### config.mk
export PLATFORM = sky130hd
export DESIGN_NAME = rot_pic_core
export DESIGN_NICKNAME = d
export VERILOG_FILES = /design/src/rtl/pic_pkg.sv /design/src/rtl/pic_edge_detect.sv /design/src/rtl/pic_prio_find.sv /design/src/rtl/rot_pic_core.sv
export SDC_FILE = /design/constraint.sdc
export NUM_CORES = 1
export LEC_CHECK = 0
export BUFFER_PORTS_ARGS = -buffer_cell sky130_fd_sc_hd__buf_2
export CELL_PAD_IN_SITES_DETAIL_PLACEMENT = 0
export CELL_PAD_IN_SITES_GLOBAL_PLACEMENT = 2
export CORE_AREA = 5 5 120 122
export DETAILED_ROUTE_END_ITERATION = 10
export DIE_AREA = 0 0 125 127
export GPL_ROUTABILITY_DRIVEN = 0
export HOLD_SLACK_MARGIN = 0.12
export PLACE_DENSITY = 0.88
export SETUP_SLACK_MARGIN = 0.02
export SLEW_MARGIN = 25
export SYNTH_ARGS = -nofsm -noshare
export SYNTH_HDL_FRONTEND = slang
export SYNTH_SLANG_ARGS = --single-unit
### constraint.sdc
create_clock -name clk -period 9 [get_ports clk]
set_input_delay 0.9 -clock clk [delete_from_list [all_inputs] [get_ports clk]]
set_output_delay 0.9 -clock clk [all_outputs]
set_load 0.01 [all_outputs]
### src/rtl/pic_pkg.sv
package pic_pkg;

    localparam int NIRQ = 8;
    localparam int IW   = $clog2(NIRQ);
    localparam int DW   = 8;

    typedef struct packed {
        logic          hit;
        logic [IW-1:0] rank;
        logic [IW-1:0] line;
    } prio_t;

    typedef enum logic [1:0] {
        INIT_IDLE,
        INIT_VEC,
        INIT_CASC,
        INIT_MODE
    } init_e;

    typedef enum logic [2:0] {
        CMD_RAEOI_OFF = 3'b000,
        CMD_NS_EOI    = 3'b001,
        CMD_NOP       = 3'b010,
        CMD_SP_EOI    = 3'b011,
        CMD_RAEOI_ON  = 3'b100,
        CMD_ROT_NS    = 3'b101,
        CMD_SET_BASE  = 3'b110,
        CMD_ROT_SP    = 3'b111
    } cmd_e;

    // Lowest rank measured from the rotation base wins.
    function automatic prio_t find_best(logic [NIRQ-1:0] m, logic [IW-1:0] base);
        prio_t r;
        logic [IW-1:0] idx;
        r = '0;
        for (int p = NIRQ - 1; p >= 0; p--) begin
            idx = base + IW'(p);
            if (m[idx]) begin
                r.hit  = 1'b1;
                r.rank = IW'(p);
                r.line = idx;
            end
        end
        return r;
    endfunction

endpackage

### src/rtl/pic_edge_detect.sv
module pic_edge_detect
    import pic_pkg::*;
(
    input  logic            clk,
    input  logic            rst,
    input  logic            clr,
    input  logic [NIRQ-1:0] lines,
    output logic [NIRQ-1:0] rise
);
    logic [NIRQ-1:0] prev_q;

    always_ff @(posedge clk) begin
        if (rst || clr) prev_q <= '0;
        else            prev_q <= lines;
    end

    assign rise = lines & ~prev_q;
endmodule

### src/rtl/pic_prio_find.sv
module pic_prio_find
    import pic_pkg::*;
(
    input  logic [NIRQ-1:0] mask,
    input  logic [IW-1:0]   base,
    output prio_t           best
);
    always_comb best = find_best(mask, base);
endmodule

### src/rtl/rot_pic_core.sv
module rot_pic_core
    import pic_pkg::*;
#(
    parameter int CASC_LINE = 2
) (
    input  logic          clk,
    input  logic          rst,
    input  logic [7:0]    irq_in,
    input  logic          bus_wr,
    input  logic          bus_rd,
    input  logic          bus_addr,
    input  logic [7:0]    bus_wdata,
    output logic [7:0]    bus_rdata,
    output logic          int_req,
    input  logic          inta,
    output logic [7:0]    int_vector
);
    localparam int NSRCH = 3;   // pending, blocking in-service, raw in-service
    localparam int VBW   = DW - IW;

    logic [NIRQ-1:0] irr, imr, isr, irr_n, imr_n, isr_n;
    logic [IW-1:0]   base, base_n;
    logic [VBW-1:0]  vbase, vbase_n;
    logic            read_isr, read_isr_n, poll_arm, poll_arm_n;
    logic            smm, smm_n, sfnm, sfnm_n, aeoi, aeoi_n;
    logic            rot_aeoi, rot_aeoi_n, need_mode, need_mode_n;
    init_e           init_st, init_st_n;

    logic [NIRQ-1:0] rise;
    logic            init_start;
    logic [NIRQ-1:0] srch_mask [NSRCH];
    prio_t           srch_best [NSRCH];
    logic [NIRQ-1:0] casc_bit;

    assign init_start = bus_wr && !bus_addr && bus_wdata[4];
    assign casc_bit   = NIRQ'(1) << CASC_LINE;

    pic_edge_detect u_edge (
        .clk   (clk),
        .rst   (rst),
        .clr   (init_start),
        .lines (irq_in),
        .rise  (rise)
    );

    assign srch_mask[0] = irr & ~imr;
    assign srch_mask[1] = isr & ~(smm ? imr : '0) & ~(sfnm ? casc_bit : '0);
    assign srch_mask[2] = isr;

    for (genvar g = 0; g < NSRCH; g++) begin : g_srch
        pic_prio_find u_find (
            .mask (srch_mask[g]),
            .base (base),
            .best (srch_best[g])
        );
    end

    assign int_req = srch_best[0].hit &&
                     (!srch_best[1].hit || (srch_best[0].rank < srch_best[1].rank));

    assign int_vector = {vbase, int_req ? srch_best[0].line : IW'(NIRQ - 1)};

    always_comb begin
        if (poll_arm)
            bus_rdata = int_req ? {1'b1, {(DW-1-IW){1'b0}}, srch_best[0].line} : '0;
        else if (bus_addr)
            bus_rdata = imr;
        else
            bus_rdata = read_isr ? isr : irr;
    end

    always_comb begin
        cmd_e cmd;
        irr_n       = irr | rise;
        imr_n       = imr;
        isr_n       = isr;
        base_n      = base;
        vbase_n     = vbase;
        read_isr_n  = read_isr;
        poll_arm_n  = poll_arm;
        smm_n       = smm;
        sfnm_n      = sfnm;
        aeoi_n      = aeoi;
        rot_aeoi_n  = rot_aeoi;
        need_mode_n = need_mode;
        init_st_n   = init_st;
        cmd         = cmd_e'(bus_wdata[7:5]);

        if (inta && int_req) begin
            irr_n[srch_best[0].line] = 1'b0;
            if (!aeoi)
                isr_n[srch_best[0].line] = 1'b1;
            else if (rot_aeoi)
                base_n = srch_best[0].line + IW'(1);
        end

        if (bus_rd && poll_arm) begin
            poll_arm_n = 1'b0;
            if (int_req) begin
                irr_n[srch_best[0].line] = 1'b0;
                isr_n[srch_best[0].line] = 1'b0;
            end
        end

        if (bus_wr && !bus_addr && !bus_wdata[4]) begin
            if (bus_wdata[3]) begin
                if (bus_wdata[1]) read_isr_n = bus_wdata[0];
                if (bus_wdata[2]) poll_arm_n = 1'b1;
                if (bus_wdata[6]) smm_n      = bus_wdata[5];
            end else begin
                unique case (cmd)
                    CMD_RAEOI_OFF: rot_aeoi_n = 1'b0;
                    CMD_RAEOI_ON:  rot_aeoi_n = 1'b1;
                    CMD_NS_EOI, CMD_ROT_NS: begin
                        if (srch_best[2].hit) begin
                            isr_n[srch_best[2].line] = 1'b0;
                            if (cmd == CMD_ROT_NS)
                                base_n = srch_best[2].line + IW'(1);
                        end
                    end
                    CMD_SP_EOI: isr_n[bus_wdata[IW-1:0]] = 1'b0;
                    CMD_ROT_SP: begin
                        isr_n[bus_wdata[IW-1:0]] = 1'b0;
                        base_n = bus_wdata[IW-1:0] + IW'(1);
                    end
                    CMD_SET_BASE: base_n = bus_wdata[IW-1:0] + IW'(1);
                    default: ;
                endcase
            end
        end

        if (bus_wr && bus_addr) begin
            unique case (init_st)
                INIT_IDLE: imr_n = bus_wdata;
                INIT_VEC: begin
                    vbase_n   = bus_wdata[DW-1:IW];
                    init_st_n = INIT_CASC;
                end
                INIT_CASC: init_st_n = need_mode ? INIT_MODE : INIT_IDLE;
                INIT_MODE: begin
                    sfnm_n    = bus_wdata[4];
                    aeoi_n    = bus_wdata[1];
                    init_st_n = INIT_IDLE;
                end
                default: init_st_n = INIT_IDLE;
            endcase
        end

        if (init_start) begin
            irr_n       = '0;
            imr_n       = '0;
            isr_n       = '0;
            base_n      = '0;
            vbase_n     = '0;
            read_isr_n  = 1'b0;
            poll_arm_n  = 1'b0;
            smm_n       = 1'b0;
            sfnm_n      = 1'b0;
            aeoi_n      = 1'b0;
            rot_aeoi_n  = 1'b0;
            need_mode_n = bus_wdata[0];
            init_st_n   = INIT_VEC;
        end
    end

    always_ff @(posedge clk) begin
        if (rst) begin
            irr       <= '0;
            imr       <= '0;
            isr       <= '0;
            base      <= '0;
            vbase     <= '0;
            read_isr  <= 1'b0;
            poll_arm  <= 1'b0;
            smm       <= 1'b0;
            sfnm      <= 1'b0;
            aeoi      <= 1'b0;
            rot_aeoi  <= 1'b0;
            need_mode <= 1'b0;
            init_st   <= INIT_IDLE;
        end else begin
            irr       <= irr_n;
            imr       <= imr_n;
            isr       <= isr_n;
            base      <= base_n;
            vbase     <= vbase_n;
            read_isr  <= read_isr_n;
            poll_arm  <= poll_arm_n;
            smm       <= smm_n;
            sfnm      <= sfnm_n;
            aeoi      <= aeoi_n;
            rot_aeoi  <= rot_aeoi_n;
            need_mode <= need_mode_n;
            init_st   <= init_st_n;
        end
    end
endmodule

# Yosys cells after proc, flatten, opt, wreduce, memory -nomap -nowiden
# Index checks and enable logic that the tools add are counted.
[word_totals]
wordCells = 214
output_inout_bits = 17
reg_bits = 49
in_bits = 22
[op_classes]
magnitude_cmp = 15
n_eq_ne = 9
n_mux = 113
bitwise = 19
n_addsub = 10
reduce_logical = 33
[ops]
columns = ["op", "n"]
rows = [
  ["7-bit two-way mux", 24],
  ["8-bit two-way mux", 15],
  ["8-bit bitwise AND", 9],
  ["1-bit binary-select mux with 3-bit select", 24],
  ["8-bit inverter", 6],
  ["3-bit by 4-bit less-than comparator with 1-bit output (second input constant)", 11],
  ["1-bit two-way mux", 33],
  ["3-bit two-way mux", 9],
  ["8-bit bitwise OR", 2],
  ["8-bit case mux with 2 select lines", 1],
  ["3-bit by 1-bit adder with 3-bit output (second input constant)", 4],
  ["3-bit adder (second input constant)", 4],
  ["3-bit == test (second input constant)", 4],
  ["1-bit logical AND", 10],
  ["2-bit AND reduction", 5],
  ["1-bit demux with 3-bit select", 3],
  ["3-bit by 1-bit greater-or-equal comparator with 1-bit output (second input constant)", 3],
  ["3-bit AND reduction", 3],
  ["3-bit inverter with 8-bit output", 1],
  ["2-bit OR reduction", 4],
  ["3-bit by 2-bit adder with 3-bit output (second input constant)", 2],
  ["2-bit case mux with 3 select lines", 1],
  ["3-bit case mux with 2 select lines", 1],
  ["2-bit == test (second input constant)", 2],
  ["other kinds (14)", 18],
]

# Depth between registers and ports, before layout
# Gate-level depths: netlist of run 1.
[logic_depth]
ltp_word = 27
ltp_mapped = 22
mapped_depth_nobuf = 16

# By module
# A second synthesis of run 1 with hierarchy kept.
[unflattened]
hier_cells = 670
area_unflattened_um2 = 5622.9
[modules_own_cells]
columns = ["mod", "seq_area_each_um2", "cells_each", "area_per_inst_um2", "instances"]
rows = [
  ["pic_prio_find", 0.0, 109, 920.9, 3],
  ["rot_pic_core", 820.8, 317, 2527.4, 1],
  ["pic_edge_detect", 160.2, 26, 332.8, 1],
]

# Worst setup path after synthesis of run 1
# No wires, ideal clock.
[synth_timing]
path_kind = "reg-to-output"
from = "register base[1]"
to = "output port bus_rdata[0]"
path_stages_with_launch = 22
required_ns = 8.100
arrival_ns = 4.124
path_buffers = 6
path_slack_ns = 3.976
cell_sequence = "dfxtp_1 > clkbuf_1 > inv_1 > clkbuf_1 > buf_2 > ha_1 > buf_2 > inv_1 > clkbuf_1 > a211oi_1 > o21ai_0 > o211ai_1 > o32ai_1 > nand2b_1 > ha_1 > a21oi_1 > o211ai_1 > and4bb_1 > o21a_2 > buf_6 > and2_1 > mux2_2"
[synth_between]
elab_chain_len = 16
word_cells_on_any_way = 61
classes_between = "add/sub: 7; order compare: 1; mux: 50; reduce/logical: 3"
[synth_rtl]
columns = ["item", "line", "text"]
rows = [
  ["start, declared", "rot_pic_core.sv:22", "logic [IW-1:0] base, base_n;"],
  ["start signal, assigned", "rot_pic_core.sv:185", "base <= base_n;"],
  ["3-bit adder", "pic_pkg.sv:37", "idx = base + IW'(p);"],
  ["1-bit binary-select mux with 3-bit select", "pic_pkg.sv:38", "if (m[idx]) begin"],
  ["1-bit two-way mux (not written as such)", "pic_pkg.sv:38", ""],
  ["7-bit two-way mux (8 in series)", "pic_pkg.sv:38", ""],
  ["3-bit less-than comparator / 1-bit logical NOT (equally long branches)", "rot_pic_core.sv:59", "(!srch_best[1].hit || (srch_best[0].rank < srch_best[1].rank));"],
  ["1-bit logical OR", "rot_pic_core.sv:59", ""],
  ["1-bit logical AND", "rot_pic_core.sv:58", "assign int_req = srch_best[0].hit &&"],
  ["8-bit two-way mux (*)", "rot_pic_core.sv:65", "bus_rdata = int_req ? {1'b1, {(DW-1-IW){1'b0}}, srch_best[0].line} : '0;"],
  ["8-bit two-way mux (*)", "rot_pic_core.sv:64", "if (poll_arm)"],
  ["end, declared", "rot_pic_core.sv:13", "output logic [7:0] bus_rdata,"],
]
# Every way passes the cells marked *; elsewhere a longest branch is shown, timed or not. The select of a mux whose other input is x is not followed.

# Worst setup path in the final report of run 1
# Ends and elaborated chain as after synthesis.

==> summary.md, run 1 <==
Counting flops and latches in the post-synthesis netlist gives 49. The via count of the first global-routing pass was 4926; the total global routing track utilization was 21.0%. TritonCTS built the clock tree.

Setup slack on the critical path of the routed design comes to 1990 ps. The share of flip-flops with an asynchronous set or reset was 0%; the number of H-tree levels was 2. Slew at the pin closest to its max-slew limit: 981 ps. In this run the worst hold path is classified as register to register.

The HPWL after detailed placement is 12900 µm. For this design, the slowest cell found on the critical path is sky130_fd_sc_hd__ha_1. The chip width works out to 125 µm. The mean routed wirelength per cell works out to 20.5 µm. The final critical-path share of the clock period came out at 77.9%. Sequential elements use 18.4% of the synthesized area. Derived from the worst setup path, the maximum achievable clock frequency is 0.143 GHz.

The tools report the worst relative slew slack as 34.6%. The worst setup path is of the register to output pin kind. After global routing the overflow that remains totals 0.

Initial core utilization: 40.7%. Counting the buffers created by CTS gives 5. Setup repair after global routing left no endpoint under its margin.

The maximum cell stage delay along the critical path came out at 1090 ps. In this run the mean area of a mapped cell was 8.29 µm². Counting flops with a built-in enable in the synthesized netlist gives 0. The clock sink total came out at 49. The run gives 0 as the number of diodes. For the cell count after synthesis, the log shows 642.

In the layout the commonest cells are sky130_fd_sc_hd__nor2_1, sky130_fd_sc_hd__mux2i_1, sky130_fd_sc_hd__dfxtp_1, sky130_fd_sc_hd__nand2_1, sky130_fd_sc_hd__a21oi_1. Clock-pin slew was measured on the worst setup and hold paths at 60 ps. The DRC violation total after the first TritonRoute iteration was 498. The first-pass iteration count of the detailed router is 5. Leaving out fill and tap cells, the most frequent cell in the layout is sky130_fd_sc_hd__nor2_1.

Across the VDD grid, the largest voltage drop is 0.000150 V. Startpoint class of the critical path: a register. During placement, the flow inserted port buffers numbering 38. The data arrival at the endpoint of the critical path came out at 6110 ps. The tools report the final-layout setup total negative slack as 0 ps. The maximum number of buffers from clock root to sink came out at 2. The critical path goes through buf_4, inv_1, ha_1, inv_1, a211oi_1, nor2_1, o211ai_1, nor2_1, o32ai_1, nand2b_1, ha_1, a21oi_1, o211ai_1, and4bb_1, o21a_2, and2_1, mux2_2, buf_2. Instance area after placement: 5550 µm². The clock period minus final worst setup slack works out to 7010 ps. Entering global routing, the biggest net connects 49 pins.

In this run the core area contains 42 standard-cell rows. The flow ran to the end, and the final reports show no timing, DRC or antenna violations. Net total in the final layout: 686. The first global-routing pass estimated 27300 µm of wire. CTS placed an instance of sky130_fd_sc_hd__clkbuf_16 at the clock tree root. The Yosys step of the flow raised 0 warnings. The number of hold-slack violations in the final timing report is 0. Remaining routing DRC violations: 0.

The ratio of routed vias to standard cells was 6.15; the number of buffers added to fix hold violations after cts was 0. The tools report the capturing element type of the critical path as an output pin. The floorplan step defined a die boundary enclosing 15900 µm². Clock skew on the completed layout was measured at 3.83 ps.

The run gives 13100 µm² as the core outline area. The most used flip-flop cell after synthesis is sky130_fd_sc_hd__dfxtp_1. The clock reaches the later pin of the worst-skew pair after 290 ps. From synthesis to final layout, the design area changed by 6.96%. The logs give 0 for the initial antenna violation count and 8100 ps for the required time at the endpoint of the critical path.

Cells with a size suffix above 1 make up 18.8% of the layout. After filler insertion, the fill cell instance count of the layout stands at 1338. The run gives 5690 µm² as the post-route cell area. The power density normalized to cell area is 141 nW/µm². The vertical die dimension works out to 127 µm. The count of final setup violators was 0; the via count was 5098. Counting every net in the synthesized netlist gives 676. The post-CTS resize count is 0.

After synthesis the cells add up to 5320 µm². The routed design has 17000 µm of wire. Once detail routing completed, the nets flagged for antenna violations numbered 0. The standby leakage power is 0.00220 µW, and the worst slack after detailed placement is 2430 ps. Number of pins with negative max-slew slack in the final report: 0. The netlist uses 89 different library cells. Across the run, the number of max-cap violations was 0.

The design draws 805 µW. The biggest fanout along the worst timing path was 36; the buffer count from post-CTS setup fixing was 0. The I/O pin count came out at 39.
## per-stage QoR
stage          cells  utilization, %  hold WS [ps]
2_1_floorplan    642               -           463
3_3_place_gp     821            42.4           472
3_5_place_dp     821            42.4           491
4_1_cts          829            43.5           508
5_1_grt          829            43.5           530
6_report         829            43.5           496
## routing by layer
metal / vias up / global-route usage, % / wire, µm
met3: 17 / 2.13 / 808
met1: 2463 / 29.6 / 7900
met5: - / 0 / 0
li1: 2436 / - / -
met4: 0 / 5.93 / 297
met2: 182 / 34.5 / 7990
## flip-flops by register name, summed over array words and instances (netlist names)
name	flops
isr	8
read_isr	1
aeoi	1
irr	8
sfnm	1
u_edge.prev_q	8
poll_arm	1
base	3
rot_aeoi	1
vbase	5
need_mode	1
smm	1
init_st	2
imr	8
## kinds of logic (layout without fill, tap and decap cells)
family / Yosys count / after routing / synth area share (%)
and+or+nand+nor: 245 / 245 / 24.1
AOI/OAI and AO/OA: 172 / 172 / 22.9
muxes: 98 / 98 / 24.9
buffers and inverters: 58 / 69 / 5.50
DFF: 49 / 49 / 18.4
adders and majority gates: 12 / 12 / 2.82
xor gates and xnor gates: 8 / 8 / 1.32
## critical path: cells and delay by family (launching register included)
kind | cells | cell delay [ps]
flip-flops | 1 | 310
multiplexers | 1 | 160
AND/OR/NAND/NOR | 5 | 860
AO/OA/AOI/OAI | 6 | 1720
adder cells (fa/ha/maj) | 2 | 1380
buffers and inverters | 4 | 1390
## report_power, final
part	leakage (µW)	switching [µW]	internal (µW)
logic	0.00173	224	146
registers	0.000401	20.9	229
clock network	0.0000706	81.6	102
total	0.00220	327	478
## synthesized netlist by cell type, drive strengths merged (5+ instances only)
library cell  instances  area [µm²]
inv                  16        60.1
a31oi                 6        37.5
nor3                 11        55.1
xnor2                 5        43.8
buf                  20         150
o211ai                6        45.0
a2111oi               5        75.1
o22ai                 6        37.5
a21oi                42         221
mux2i                53         531
and3                  9        61.3
nand2b               17         106
nor2b                22         138
ha                   12         150
o21ai                42         210
mux4                 23         522
and2                 19         121
nor2                 72         270
nand2                47         181
a211oi               15         118
nand3                16        80.1
nor3b                 5        37.5
clkbuf               22        82.6
mux2                 22         274
dfxtp                49         981
## final cells by class
class | count | area (µm²) | area share (%)
multi-input cells | 535 | 4050 | 71.1
flip-flops and latches | 49 | 982 | 17.3
repair buffers | 45 | 243 | 4.26
well taps | 176 | 220 | 3.87
clock buffers | 6 | 129 | 2.26
inverters | 16 | 60.1 | 1.05
clock inverters | 2 | 10.0 | 0.176
## final timing paths
check	start	end	slack, ps	cells past startpoint
worst max register to register	base[1]$_SDFF_PP0_	isr[4]$_SDFF_PP0_	3040	17
worst max-delay path	base[1]$_SDFF_PP0_	bus_rdata[0]	1990	18
worst min register to register	vbase[4]$_SDFFE_PP0P_	vbase[4]$_SDFFE_PP0P_	500	2
worst min-delay path	vbase[4]$_SDFFE_PP0P_	vbase[4]$_SDFFE_PP0P_	500	2
(Power assumes the default switching activity.)
==> inputs of run 2 (changes only) <==
--- a/config.mk
+++ b/config.mk
@@ -8,12 +8,12 @@
 export BUFFER_PORTS_ARGS = -buffer_cell sky130_fd_sc_hd__buf_2
 export CELL_PAD_IN_SITES_DETAIL_PLACEMENT = 0
 export CELL_PAD_IN_SITES_GLOBAL_PLACEMENT = 2
-export CORE_AREA = 5 5 120 122
+export CORE_AREA = 5 5 125 127
 export DETAILED_ROUTE_END_ITERATION = 10
-export DIE_AREA = 0 0 125 127
+export DIE_AREA = 0 0 130 132
 export GPL_ROUTABILITY_DRIVEN = 0
 export HOLD_SLACK_MARGIN = 0.12
-export PLACE_DENSITY = 0.88
+export PLACE_DENSITY = 0.82
 export SETUP_SLACK_MARGIN = 0.02
 export SLEW_MARGIN = 25
 export SYNTH_ARGS = -nofsm -noshare
==> constraint.sdc (replaced) <==
create_clock -name clk -period 6.8 [get_ports clk]
set_input_delay 0.68 -clock clk [delete_from_list [all_inputs] [get_ports clk]]
set_output_delay 0.68 -clock clk [all_outputs]
set_load 0.01 [all_outputs]
==> run 2 against run 1 <==
Compared with the run above:
- clock skew up 0.81 ps
- die area up 8.1%
- cell area up 0.92%
- global-route usage down 1.2 points
- sequential share of layout area down 0.14 points
- power up 35%
- critical path depth down 1
- cell count up 1.2%
- clock power up 42%
- non-clock buffer count up 2
- critical endpoint unchanged
- largest cell class unchanged
==> summary.md, run 2 (same netlist as run 1, synthesis figures left out) <==
The aggregate global routing overflow is 0 (unchanged). Critical path, cell by cell: buf_4, inv_1, buf_4, ha_1, xor2_1, mux4_2, mux2i_1, o211ai_1, nor3b_1, ha_1, a21oi_1, o211ai_1, and4bb_1, o21a_2, and2_1, mux2_2, buf_2 (was buf_4, inv_1, ha_1, inv_1, a211oi_1, nor2_1, o211ai_1, nor2_1, o32ai_1, nand2b_1, ha_1, a21oi_1, o211ai_1, and4bb_1, o21a_2, and2_1, mux2_2, buf_2). The number of buffers created by CTS came out at 5 (unchanged). The count of final setup violators is 0 (unchanged), and the internal power contribution is 654 µW (was 478 µW).

For this run, the top clock speed supported by timing is 0.172 GHz. The peak supply drop came out at 0.000171 V (was 0.000150 V). The tools report the number of pins with negative max-slew slack in the final report as 0 (unchanged). The source-to-sink clock delay at the later pin of the worst-skew pair came out at 290 ps (about the same). The tools report the multi-input combinational cell area as 4060 µm² (was 4050 µm²). The startpoint class of the critical path was a register (unchanged).

The required time at the endpoint of the critical path is 6120 ps (was 8100 ps), and the buffer count from post-CTS setup fixing is 0 (unchanged). The switching power is 432 µW (was 327 µW), and the count of buffers from port buffering is 38 (unchanged). Post-CTS resize count: 0 (unchanged). The worst-case clock skew is 4.63 ps (was 3.83 ps). The DRC violation total after the first TritonRoute iteration was 466 (was 498).

Setup repair after global routing left no endpoint under its margin. The I/O pin count came out at 39 (unchanged). The total global routing track utilization was 19.9% (was 21.0%); the number of max-cap violations was 0 (unchanged). For the maximum number of buffers from clock root to sink, the log shows 2 (unchanged).

For the number of H-tree levels, the log shows 2 (unchanged). The run gives 688 (was 686) as the net total in the final layout. The share of cells above drive strength 1 is 19.5% (was 18.8%), and the part of the power in combinational logic is 45.4% (was 46.1%). The flow ran to the end, and the final reports show no timing, DRC or antenna violations. The worst hold-check path type was register to register (unchanged). The worst relative slew slack was 43.8% (was 34.6%); the final critical-path share of the clock period was 85.6%.

The cell row count was 44 (was 42); the clock sink total was 49 (unchanged). Critical path class: register to output pin (unchanged). The register area is 983 µm² (was 982 µm²).

The kind of cell adding the most delay to the critical path is simple AND/OR/NAND/NOR gates (was compound AO/OA/AOI/OAI gates). For the total die area, the log shows 17200 µm² (was 15900 µm²). The logs give 831 (was 821) for the number of cells after detailed placement and 0 (unchanged) for the number of buffers added to fix hold violations after cts. The number of hold-slack violations in the final timing report is 0 (unchanged), and the clock period minus final worst setup slack is 5820 ps.

The tools report the global-route wire length before repair as 27400 µm (was 27300 µm). The remaining antenna violation count after routing is 0 (unchanged), and the slew at the pin closest to its max-slew limit is 831 ps (was 981 ps). The placed wire-length estimate after detailed placement is 12900 µm (about the same), and the clock slew at the register clock pins of the worst setup and hold paths is 70 ps (was 60 ps). Number of filler cells placed in the layout: 1466 (was 1338).

The tools report the post-detailed-routing wire length as 17100 µm (was 17000 µm). The maximum number of pins on one net before global-route repair was 48 (was 49); the via count was 5147 (was 5098). The tools report the number of diodes as 0 (unchanged). TritonCTS built the clock tree. The run gives 0 ps (unchanged) as the final-layout setup total negative slack. Most common library cell in the layout ignoring fill and taps: sky130_fd_sc_hd__nor2_1 (unchanged).

The biggest fanout along the worst timing path came out at 23 (was 36). The vertical die dimension came out at 132 µm (was 127 µm). Ratio of routed vias to standard cells: 6.13 (was 6.15).

The tools report the clock tree root driver cell as sky130_fd_sc_hd__clkbuf_16 (unchanged). Capturing element type of the critical path: an output pin (unchanged). The relative area change from synthesis to final layout was 7.95% (was 6.96%). The run gives 5010 (was 4926) as the via count of the first global-routing pass. Leading cell types in the layout, fill and taps excluded: sky130_fd_sc_hd__nor2_1, sky130_fd_sc_hd__mux2i_1, sky130_fd_sc_hd__dfxtp_1, sky130_fd_sc_hd__nand2_1, sky130_fd_sc_hd__a21oi_1 (unchanged). The chip width came out at 130 µm (was 125 µm). Initial core utilization: 37.2% (was 40.7%). The first-pass iteration count of the detailed router was 5 (unchanged). The initial antenna violation count was 0 (unchanged); the number of non-filler instances in the completed layout was 839 (was 829). The tools report the core outline area as 14300 µm² (was 13100 µm²). The mean routed wirelength per cell was 20.4 µm (was 20.5 µm); the portion of total power attributed to the clock network was 24.0% (was 22.8%). The sequential power share is 30.6% (was 31.1%). The switching fraction of total power works out to 39.8% (was 40.6%).

The slowest library cell on the worst path was sky130_fd_sc_hd__xor2_1 (was sky130_fd_sc_hd__ha_1). For the data arrival at the endpoint of the critical path, the log shows 5140 ps (was 6110 ps). Maximum cell stage delay along the critical path: 560 ps (was 1090 ps).

Critical path buffer and inverter count: 4 (unchanged). The standby leakage power came out at 0.00222 µW (was 0.00220 µW). The remaining routing DRC violations was 0 (unchanged); the power density normalized to cell area was 189 nW/µm² (was 141 nW/µm²).
run 2: worst min-delay path, cell delays in order, from the launching register on:
cell	delay [ps]
sky130_fd_sc_hd__dfxtp_1	320
sky130_fd_sc_hd__mux2i_1	60
sky130_fd_sc_hd__nor2_1	80
run 2: power by group through the flow:
stage | clock, µW | sequential (µW) | combinational [µW]
6_report | 261 | 332 | 493
5_1_grt | 279 | 334 | 542
3_3_place_gp | 0 | 337 | 480
4_1_cts | 267 | 331 | 486
2_1_floorplan | 0 | 324 | 366
3_5_place_dp | 0 | 337 | 483
run 2: area by class of cell:
class,count,area share [%]
Clock buffer,7,2.66
Sequential cell,49,17.1
Inverter,16,1.05
Clock inverter,1,0.0871
Tap cell,184,4.01
Timing Repair Buffer,47,4.49
Multi-Input combinational cell,535,70.6
run 2: worst paths after layout:
| check | cells past startpoint | startpoint | end | slack (ps) |
|---|---|---|---|---|
| setup / recovery | 17 | base[1]$_SDFF_PP0_ | bus_rdata[0] | 980 |
| hold / removal | 2 | vbase[4]$_SDFFE_PP0P_ | vbase[4]$_SDFFE_PP0P_ | 500 |
| setup reg to reg | 16 | base[1]$_SDFF_PP0_ | isr[4]$_SDFF_PP0_ | 1840 |
| hold reg to reg | 2 | vbase[4]$_SDFFE_PP0P_ | vbase[4]$_SDFFE_PP0P_ | 500 |
run 2: metrics by stage:
step / worst slack (ps) / area (µm²) / total power (µW) / util [%] / hold slack, ps
2_1_floorplan: 2000 / 5320 / 690 / - / 463
3_3_place_gp: 1370 / 5580 / 817 / 39.0 / 474
3_5_place_dp: 1380 / 5590 / 821 / 39.0 / 482
4_1_cts: 1030 / 5740 / 1080 / 40.1 / 497
5_1_grt: 544 / 5750 / 1150 / 40.1 / 520
6_report: 980 / 5750 / 1090 / 40.1 / 495
run 2: routing by layer:
metal	global-route usage [%]	part of all wire (%)	vias to the layer above
met5	0	0	-
met4	5.83	1.9	0
met1	27.0	45	2490
met2	32.6	48	187
li1	-	-	2446
met3	2.88	5.3	24
